**src/rtl/spi_seq_pkg.sv**
```systemverilog
package spi_seq_pkg;
  typedef enum logic [1:0] {
    ST_IDLE  = 2'd0,
    ST_SHIFT = 2'd1,
    ST_GAP   = 2'd2,
    ST_HOLD  = 2'd3
  } seq_st_e;

  typedef enum logic [1:0] {
    REL_NORELOAD = 2'd0,
    REL_LASTCMD  = 2'd1,
    REL_EACH     = 2'd2,
    REL_RSVD     = 2'd3
  } rel_pol_e;
endpackage

```
**src/rtl/spi_seq_dcnt.sv**
```systemverilog
module spi_seq_dcnt #(
  parameter int W = 8
) (
  input  logic         clk,
  input  logic         rst_n,
  input  logic         load,
  input  logic [W-1:0] ld_val,
  input  logic         en,
  output logic         zero
);
  logic [W-1:0] cnt_q, cnt_n;

  always_comb begin
    cnt_n = cnt_q;
    if (load)                   cnt_n = ld_val;
    else if (en && cnt_q != '0) cnt_n = cnt_q - 1'b1;
  end

  always_ff @(posedge clk or negedge rst_n) begin
    if (!rst_n) cnt_q <= '0;
    else        cnt_q <= cnt_n;
  end

  assign zero = (cnt_q == '0);
endmodule

```
**src/rtl/spi_seq_shift.sv**
```systemverilog
module spi_seq_shift #(
  parameter int DW      = 16,
  parameter int CLK_DIV = 4
) (
  input  logic          clk,
  input  logic          rst_n,
  input  logic          load,
  input  logic          len_full,
  input  logic [DW-1:0] tx_word,
  input  logic          miso,
  output logic          sck,
  output logic          mosi,
  output logic          done,
  output logic [DW-1:0] rx_word
);
  localparam int HALF = CLK_DIV / 2;
  localparam int HCW  = (HALF > 1) ? $clog2(HALF) : 1;
  localparam int BCW  = $clog2(DW);
  localparam int HB   = DW / 2;

  logic           busy_q, busy_n;
  logic           sck_q, sck_n;
  logic           done_q, done_n;
  logic [HCW-1:0] hcnt_q, hcnt_n;
  logic [BCW-1:0] bit_q, bit_n;
  logic [DW-1:0]  sreg_q, sreg_n;
  logic [DW-1:0]  rreg_q, rreg_n;

  always_comb begin
    busy_n = busy_q;
    sck_n  = sck_q;
    hcnt_n = hcnt_q;
    bit_n  = bit_q;
    sreg_n = sreg_q;
    rreg_n = rreg_q;
    done_n = 1'b0;
    if (load) begin
      busy_n = 1'b1;
      sck_n  = 1'b0;
      hcnt_n = '0;
      bit_n  = len_full ? BCW'(DW - 1) : BCW'(HB - 1);
      sreg_n = len_full ? tx_word : {tx_word[HB-1:0], {HB{1'b0}}};
    end else if (busy_q) begin
      if (hcnt_q == HCW'(HALF - 1)) begin
        hcnt_n = '0;
        if (!sck_q) begin
          sck_n  = 1'b1;
          rreg_n = {rreg_q[DW-2:0], miso};
        end else begin
          sck_n = 1'b0;
          if (bit_q == '0) begin
            busy_n = 1'b0;
            done_n = 1'b1;
          end else begin
            bit_n  = bit_q - 1'b1;
            sreg_n = {sreg_q[DW-2:0], 1'b0};
          end
        end
      end else begin
        hcnt_n = hcnt_q + 1'b1;
      end
    end
  end

  always_ff @(posedge clk or negedge rst_n) begin
    if (!rst_n) begin
      busy_q <= 1'b0;
      sck_q  <= 1'b0;
      done_q <= 1'b0;
      hcnt_q <= '0;
      bit_q  <= '0;
      sreg_q <= '0;
      rreg_q <= '0;
    end else begin
      busy_q <= busy_n;
      sck_q  <= sck_n;
      done_q <= done_n;
      hcnt_q <= hcnt_n;
      bit_q  <= bit_n;
      sreg_q <= sreg_n;
      rreg_q <= rreg_n;
    end
  end

  assign sck     = sck_q;
  assign mosi    = sreg_q[DW-1];
  assign done    = done_q;
  assign rx_word = len_full ? rreg_q : {{HB{1'b0}}, rreg_q[HB-1:0]};

  // the sequencer never restarts a character in flight
  a_r2_load_idle: assert property (@(posedge clk) disable iff (!rst_n)
    load |-> !busy_q);
endmodule

```
**src/rtl/spi_xfer_seq.sv**
```systemverilog
module spi_xfer_seq
  import spi_seq_pkg::*;
#(
  parameter int DW      = 16,
  parameter int CLK_DIV = 4,
  parameter int DLYW    = 8
) (
  input  logic            clk,
  input  logic            rst_n,
  input  logic [3:0]      cfg_nbits,
  input  logic [1:0]      cfg_cs_policy,
  input  logic [DLYW-1:0] cfg_bct_dly,
  input  logic [DLYW-1:0] cfg_cs_idle,
  input  logic            cfg_rd_wait,
  input  logic            tx_wr,
  input  logic [DW-1:0]   tx_data,
  input  logic            last_xfer,
  input  logic            rx_rd,
  output logic [DW-1:0]   rx_data,
  output logic            tx_empty,
  output logic            rx_ready,
  output logic            overrun,
  output logic            sck,
  output logic            mosi,
  input  logic            miso,
  output logic            cs_n
);
  localparam int GW = DLYW + 5;

  seq_st_e       st_q, st_n;
  rel_pol_e      pol;
  logic          tx_full_q, tx_full_n;
  logic [DW-1:0] hold_q, hold_n;
  logic          tag_q, tag_n, shlast_q, shlast_n;
  logic          keep_q, keep_n, keep_now;
  logic          cs_q, cs_n_nx;
  logic [DW-1:0] rx_q, rx_n;
  logic          rdy_q, rdy_n, ovr_q, ovr_n;
  logic          len_full, start_ok, sh_load, sh_done, fin, release_cs;
  logic          guard_zero, gap_zero, gap_load;
  logic [DW-1:0] sh_rx;
  logic [DLYW-1:0] idle_val;
  logic [GW-1:0]   gap_val;

  assign len_full = (cfg_nbits == 4'd8);
  assign pol      = rel_pol_e'(cfg_cs_policy);
  assign start_ok = tx_full_q && !(cfg_rd_wait && rdy_q);
  assign idle_val = (cfg_cs_idle == '0) ? '0 : cfg_cs_idle - 1'b1;
  assign gap_val  = {cfg_bct_dly, 5'b0} - 1'b1;
  assign gap_load = sh_done && (cfg_bct_dly != '0);
  assign keep_now = (st_q == ST_SHIFT) ? tx_full_q : keep_q;

  always_comb begin
    case (pol)
      REL_NORELOAD: release_cs = !keep_now;
      REL_LASTCMD:  release_cs = shlast_q;
      default:      release_cs = 1'b1;
    endcase
  end

  always_comb begin
    st_n    = st_q;
    sh_load = 1'b0;
    fin     = 1'b0;
    case (st_q)
      ST_IDLE: if (start_ok && guard_zero) begin
        sh_load = 1'b1;
        st_n    = ST_SHIFT;
      end
      ST_SHIFT: if (sh_done) begin
        if (cfg_bct_dly == '0) begin
          fin  = 1'b1;
          st_n = release_cs ? ST_IDLE : ST_HOLD;
        end else begin
          st_n = ST_GAP;
        end
      end
      ST_GAP: if (gap_zero) begin
        fin  = 1'b1;
        st_n = release_cs ? ST_IDLE : ST_HOLD;
      end
      default: if (start_ok) begin
        sh_load = 1'b1;
        st_n    = ST_SHIFT;
      end
    endcase
  end

  always_comb begin
    tx_full_n = tx_wr ? 1'b1 : (sh_load ? 1'b0 : tx_full_q);
    hold_n    = tx_wr ? tx_data : hold_q;
    tag_n     = last_xfer ? 1'b1 : (sh_load ? 1'b0 : tag_q);
    shlast_n  = sh_load ? tag_q : shlast_q;
    keep_n    = sh_done ? tx_full_q : keep_q;
    cs_n_nx   = sh_load ? 1'b0 : ((fin && release_cs) ? 1'b1 : cs_q);
    rx_n      = sh_done ? sh_rx : rx_q;
    rdy_n     = sh_done ? 1'b1 : (rx_rd ? 1'b0 : rdy_q);
    ovr_n     = (sh_done && rdy_q && !rx_rd && !cfg_rd_wait) ? 1'b1
              : (rx_rd ? 1'b0 : ovr_q);
  end

  always_ff @(posedge clk or negedge rst_n) begin
    if (!rst_n) begin
      st_q      <= ST_IDLE;
      tx_full_q <= 1'b0;
      hold_q    <= '0;
      tag_q     <= 1'b0;
      shlast_q  <= 1'b0;
      keep_q    <= 1'b0;
      cs_q      <= 1'b1;
      rx_q      <= '0;
      rdy_q     <= 1'b0;
      ovr_q     <= 1'b0;
    end else begin
      st_q      <= st_n;
      tx_full_q <= tx_full_n;
      hold_q    <= hold_n;
      tag_q     <= tag_n;
      shlast_q  <= shlast_n;
      keep_q    <= keep_n;
      cs_q      <= cs_n_nx;
      rx_q      <= rx_n;
      rdy_q     <= rdy_n;
      ovr_q     <= ovr_n;
    end
  end

  spi_seq_shift #(.DW(DW), .CLK_DIV(CLK_DIV)) u_shift (
    .clk(clk), .rst_n(rst_n), .load(sh_load), .len_full(len_full),
    .tx_word(hold_q), .miso(miso), .sck(sck), .mosi(mosi),
    .done(sh_done), .rx_word(sh_rx)
  );

  spi_seq_dcnt #(.W(DLYW)) u_guard (
    .clk(clk), .rst_n(rst_n), .load(fin && release_cs), .ld_val(idle_val),
    .en(st_q == ST_IDLE), .zero(guard_zero)
  );

  spi_seq_dcnt #(.W(GW)) u_gap (
    .clk(clk), .rst_n(rst_n), .load(gap_load), .ld_val(gap_val),
    .en(st_q == ST_GAP), .zero(gap_zero)
  );

  assign rx_data  = rx_q;
  assign tx_empty = !tx_full_q;
  assign rx_ready = rdy_q;
  assign overrun  = ovr_q;
  assign cs_n     = cs_q;

  // serial clock pulses only inside a selected frame
  a_r3_sck_in_frame: assert property (@(posedge clk) disable iff (!rst_n)
    sck |-> !cs_n);
  // a word taken by the shifter frees the holding register
  a_r3_tx_freed: assert property (@(posedge clk) disable iff (!rst_n)
    sh_load |=> (tx_empty || $past(tx_wr)));
  // every-character policy always raises the chip select
  a_r6_each_release: assert property (@(posedge clk) disable iff (!rst_n)
    (fin && cfg_cs_policy[1]) |=> cs_n);
  // no start while the idle guard is still running
  a_r8_guard_hold: assert property (@(posedge clk) disable iff (!rst_n)
    !guard_zero |-> !sh_load);
  // read-wait blocks starts while data is unread
  a_r9_rd_wait: assert property (@(posedge clk) disable iff (!rst_n)
    (cfg_rd_wait && rx_ready) |-> !sh_load);
  // overrun only rises on top of unread data
  a_r10_ovr_cause: assert property (@(posedge clk) disable iff (!rst_n)
    $rose(overrun) |-> $past(rx_ready));
endmodule

```
**config.mk**
```make
export PLATFORM = sky130hd
export DESIGN_NAME = spi_xfer_seq
export DESIGN_NICKNAME = d
export VERILOG_FILES = /design/src/rtl/spi_seq_pkg.sv /design/src/rtl/spi_seq_dcnt.sv /design/src/rtl/spi_seq_shift.sv /design/src/rtl/spi_xfer_seq.sv
export SDC_FILE = /design/constraint.sdc
export NUM_CORES = 1
export LEC_CHECK = 0
export ABC_AREA = 1
export ABC_CLOCK_PERIOD_IN_PS = 3100
export CAP_MARGIN = 0
export CORE_MARGIN = 2
export CORE_UTILIZATION = 60
export CTS_BUF_LIST = sky130_fd_sc_hd__clkbuf_16
export DETAILED_ROUTE_END_ITERATION = 7
export GPL_TIMING_DRIVEN = 0
export PLACE_DENSITY = 0.85
export SLEW_MARGIN = 20
export SYNTH_ARGS = -nofsm -noshare
export SYNTH_HDL_FRONTEND = slang
export SYNTH_SLANG_ARGS = --single-unit
```
**constraint.sdc**
```tcl
create_clock -name clk -period 3.1 [get_ports clk]
set_input_delay 0.93 -clock clk [delete_from_list [all_inputs] [get_ports clk]]
set_output_delay 0.93 -clock clk [all_outputs]
set_load 0.1 [all_outputs]
```
# Word level (Yosys, flattened, before mapping)
# Cells that the tools add are included.
[classes]
add_sub_neg = 6
n_eq_ne = 8
muxes = 59
bitwise = 2
n_reduce_logical = 41
[ops]
columns = ["op", "n"]
rows = [
  ["16-bit 2-to-1 mux", 7],
  ["1-bit 2-to-1 mux", 31],
  ["13-bit 2-to-1 mux", 2],
  ["13-bit by 1-bit subtractor with 13-bit output, second input constant", 2],
  ["8-bit logical NOT", 3],
  ["4-bit 2-to-1 mux", 6],
  ["8-bit 2-to-1 mux", 3],
  ["2-bit nonzero test", 10],
  ["8-bit nonzero test", 2],
  ["8-bit by 1-bit subtractor with 8-bit output, second input constant", 2],
  ["13-bit logical NOT", 1],
  ["13-bit nonzero test", 1],
  ["2-bit 2-to-1 mux", 6],
  ["4-bit AND reduction", 3],
  ["1-bit logical AND", 10],
  ["2-bit inequality test, second input constant", 3],
  ["1-bit case mux with 2 select lines", 3],
  ["2-bit case mux with 3 select lines", 1],
  ["1-bit logical NOT", 5],
  ["2-bit by 1-bit equality test with 1-bit output, second input constant", 2],
  ["4-bit equality test, second input constant", 1],
  ["2-bit logical NOT", 2],
  ["4-bit logical NOT", 1],
  ["4-bit nonzero test", 1],
  ["7 further kinds", 8],
]
[totals]
regBits = 102
inputBits = 45
out_inout_bits = 22
elab_cells = 135

# Longest topological paths before layout
[depth]
word_depth = 8
mapped_depth = 12
ltp_nobuf = 12

# Cells and area by module
# From an unflattened synthesis, not the netlist that was laid out.
[hier_totals]
cells_unflattened = 773
hier_area_um2 = 5805.6
[modules_own_cells]
columns = ["mod", "instances", "cells_per_inst", "area_per_inst_um2", "seq_area_each_um2"]
rows = [
  ["spi_xfer_seq", 1, 275, 2129.5, 1027.2],
  ["spi_seq_shift", 1, 253, 2068.2, 1001.0],
  ["spi_seq_dcnt at u_gap", 1, 152, 1011.0, 325.3],
  ["spi_seq_dcnt at u_guard", 1, 93, 596.8, 200.2],
]

# Worst setup path before layout
# OpenSTA, ideal clock, no wires.
[synth_path]
path_type = "input -> register"
startpoint = "input port cfg_bct_dly[0]"
endpoint = "register u_gap.cnt_q[9]"
setup_time_ps = 117
arrival_ps = 1962
t_required_ps = 2983
path_slack_ps = 1020
stages = 11
path_buffers = 2
cell_sequence = "inv_1 -> ha_1 -> inv_1 -> nor3_1 -> nand2_1 -> nand2_1 -> buf_4 -> buf_4 -> nand2_1 -> nand3_1 -> nand2_1"
[synth_between]
elab_chain_cells = 3
word_cells_on_any_way = 5
classes_between = "add/sub (1); mux (1); reduce/logical (3)"
[synth_rtl]
columns = ["item", "line", "source"]
rows = [
  ["start, declared", "spi_xfer_seq.sv:12", "input logic [DLYW-1:0] cfg_bct_dly,"],
  ["branches (longest 3 deep; another with 13-bit by 1-bit subtractor with 13-bit output)", "n/a", ""],
  ["end signal, assigned", "spi_seq_dcnt.sv:21", "else cnt_q <= cnt_n;"],
  ["end, declared", "spi_seq_dcnt.sv:11", "logic [W-1:0] cnt_q, cnt_n;"],
]
# Several ways; the timed one is not identified.
# A chain may end at the register's enable or synchronous reset.

# Final worst setup path
[layout_path]
startpoint = "register tx_full_q"
endpoint = "output port tx_empty"
[layout_between]
elab_chain_cells = 1
[layout_rtl]
columns = ["item", "line", "source"]
rows = [
  ["start, declared", "spi_xfer_seq.sv:32", "logic tx_full_q, tx_full_n;"],
  ["start signal, assigned", "spi_xfer_seq.sv:116", "tx_full_q <= tx_full_n;"],
  ["1-bit logical NOT", "spi_xfer_seq.sv:145", "assign tx_empty = !tx_full_q;"],
  ["end, declared", "spi_xfer_seq.sv:20", "output logic tx_empty,"],
]
# No other way between the ends.

==> results.md <==
* CTS-repair resized insts at 0
* CTS buffer count at 9
* Die Y at 98.4 um
* Area of the multi-input gates at 2350 sq um
* CP Launch Point: tx_full_q$_DFFE_PN0P_
* Pwr Total at 5.64 mW
* Yosys reg bits at 102
* Final HPWL DP at ~9.0 mm
* First-pass GRT wire length at 21.3 mm
* Crit-path slowest cell: clkdlybuf4s50_1
* Critical path class: reg2out
* Initial DRC Count at ~270
* Dpl ws at 0.389 ns
* # port buffers at 65
* Tot GR Track Use at 0.268
* Met2 routed WL at 6.24 mm
* Largest net degree at the start of global routing at 73
* Critical Path AT at 1.99 ns
* Fin Setup TNS at 0 ns
* Period Utilization, post-route at 0.943
* Max stage delay on crit path at around 1.2 ns
* Die span in x at 98.4 um
* Relative slew margins at 0.330
* Highest metal layer with signal wires: met4
* Final setup violation count at 0
* Syn nets at ~730
* # nets final at 808
* Startpoint Class: flop
* Cells after synthesis at 672
* Layout cells sized above 1 at 0.0810
* CTS Hold Buffers Added at 0
* Placed inst area at 6160 sq um
* Ys Warns at 0
* Final worst setup slack at 0.176 ns
* Buffer and inverter count on the worst path at 2
* Count leader, synth: nand2_1
* Antenna Nets Post-Route at 0
* Outcome: completed
* Crit path depth at 2
* Post-CTS Setup Inserts at 0
* Worst-path clk slew at 0.07 ns
* DR pass1 iterations at 5
* Vias per cell at about 5.5
* Setup slack, reg-to-reg at 1.24 ns
* RSZ-0062 raised after global routing: no
* Critical Path End Type: primary output
* Initial core utilization at 0.616
* Final Hold Viols at 0
* Tmin final at 2.92 ns
* Critical path peak fanout at 4
* CP required at 2.17 ns
* # diodes at 0
* Crit path to: tx_empty
* Worst-margin pin slew at 1.00 ns
* Fmax achieved at 0.342 GHz
* Non-Filler Instances at 861
* Pwr dens at 875 nW/um^2
* Critical R2R Capture: u_guard.cnt_q[4]$_DFFE_PN0P_
* Grt total ovfl at 0
* Vias post-DR at 4742
* Top Family by Delay on Critical Path: buffers and inverters
* Placed Instances at 846
* Post-synth EDFFs at 0
* CTS Root Cell: clkbuf_16
* Core Area at 8680 sq um
* Hold Slack at 0.456 ns
* WL met3 at 575 um
* Fillers at roughly 640
* Lkg Pwr at approximately 3.2 nW
* Ys flop type: dfrtp_1
* Sequential area share after synthesis at 0.477
* Routability congestion estimate at 0.902
* Routed WL at 12.1 mm
* CTS tree: done
* DRC viols at 0
* H-tree depth at 3
* Finished layout cell area at 6440 sq um
* Max-slew violation count at 0
* Setup Skew at 0.0102 ns
* Cell Area, Synth at 5350 sq um
* Full die area at 9690 sq um
* Clock Path Buffers at 2
* Avg Cell Area, Syn at 7.96 sq um
* Synth async-reset ratio at 1.00
* Max_cap viols at 0
* Row Count at 34
* Yosys cell types at 36
* Reg area at 2550 sq um
* Layout area overhead at 20.4%
* Io pins at 67
* Worst path cell trace: inv_2, clkdlybuf4s50_1
* Wirelength per Cell at 14.0 um
* Synth top area cells: dfrtp_1 47%, nand2_1 14%, nand3_1 7.6%, inv_1 5.3%, o21ai_0 4.6%
* Worst hold path class: in2async
* VDD IR max at 0.903 mV
* Core Util, Final at 0.742
* Area leader, netlist: dfrtp_1
* Worst r2r src: st_q[1]$_DFFE_PN0P_
* Vias in the first global route at 4756
* Wl on met1 at 4.95 mm
* Clk sinks at just over 100
* Initial antenna violation count at 0
* Clock latency at the later pin of the worst-skew pair at between 0.3 and 0.4 ns
* Synth cell count leaders: 195 x nand2_1, 101 x dfrtp_1, 81 x nand3_1
* R2R cell count at 12
* Area share of the largest cell type after synthesis at 0.473
[cells in the final DEF (no fill, tap or decap), types with 2 or more instances in the layout]
cell type and count:
nand2_1 195, clkinv_4 2, a21oi_1 7, buf_4 6
o31ai_1 8, nor2_2 2, dfrtp_1 101, clkbuf_1 6
clkbuf_16 9, ha_1 14, inv_2 6, nand4_1 2
inv_6 2, inv_1 75, buf_6 4, nand2_2 3
o211ai_1 11, o21ai_1 10, o21ai_0 49, nor3_1 3
clkdlybuf4s50_1 64, nand3b_1 3, xnor2_1 5, nor2_1 45
or2_2 2, mux2_2 7, xor2_1 10, nand3_1 81
buf_2 7
[cells by family (layout without fill, tap and decap cells)]
logic type | count (synthesis) | in the layout | synth area share
multiplexers | 7 | 7 | 0.0147
flip-flops | 102 | 102 | 0.477
XOR/XNOR | 15 | 15 | 0.0246
adder cells (fa/ha/maj) | 14 | 14 | 0.0327
buffers and inverters | 104 | 185 | 0.0830
AND/OR/NAND/NOR | 341 | 341 | 0.273
AO/OA/AOI/OAI | 89 | 89 | 0.0943
[power breakdown]
part           leakage [nW]  switching (mW)  internal (mW)
clock                 0.134           0.517          0.555
combinational          1.73            1.66          0.854
sequential             1.28           0.296           1.75
[worst min path at each step]
stage / end / cells past startpoint
floorplan: shlast_q$_DFFE_PN0P_ / 2
global placement: rx_data[1]$_DFFE_PN0P_ / 2
detailed placement: u_shift.sreg_q[6]$_DFFE_PN0P_ / 2
CTS: u_gap.cnt_q[11]$_DFFE_PN0P_ / 1
global route: u_gap.cnt_q[11]$_DFFE_PN0P_ / 1
finish: u_gap.cnt_q[11]$_DFFE_PN0P_ / 1
[state kept, by name, indices dropped and copies added (netlist names), 2 cells and up]
name / count
u_guard.cnt_q: 8
u_gap.cnt_q: 13
st_q: 2
u_shift.rreg_q: 16
u_shift.sreg_q: 16
hold_q: 16
u_shift.bit_q: 4
rx_data: 16
[area by class of cell]
type,count,share of cell area
inverter,82,0.0478
tap,108,0.0210
sequential,102,0.396
buffer,22,0.0212
multi-input combinational,466,0.365
clock inverter,6,0.00835
timing repair buffer,66,0.105
clock buffer,9,0.0350
[per-layer routing]
metal	track usage	up-vias
li1	-	2313
met2	0.464	141
met3	0.0553	28
met4	0.100	0
met1	0.333	2260
met5	0	-
Power figures use the tool's default switching activity.
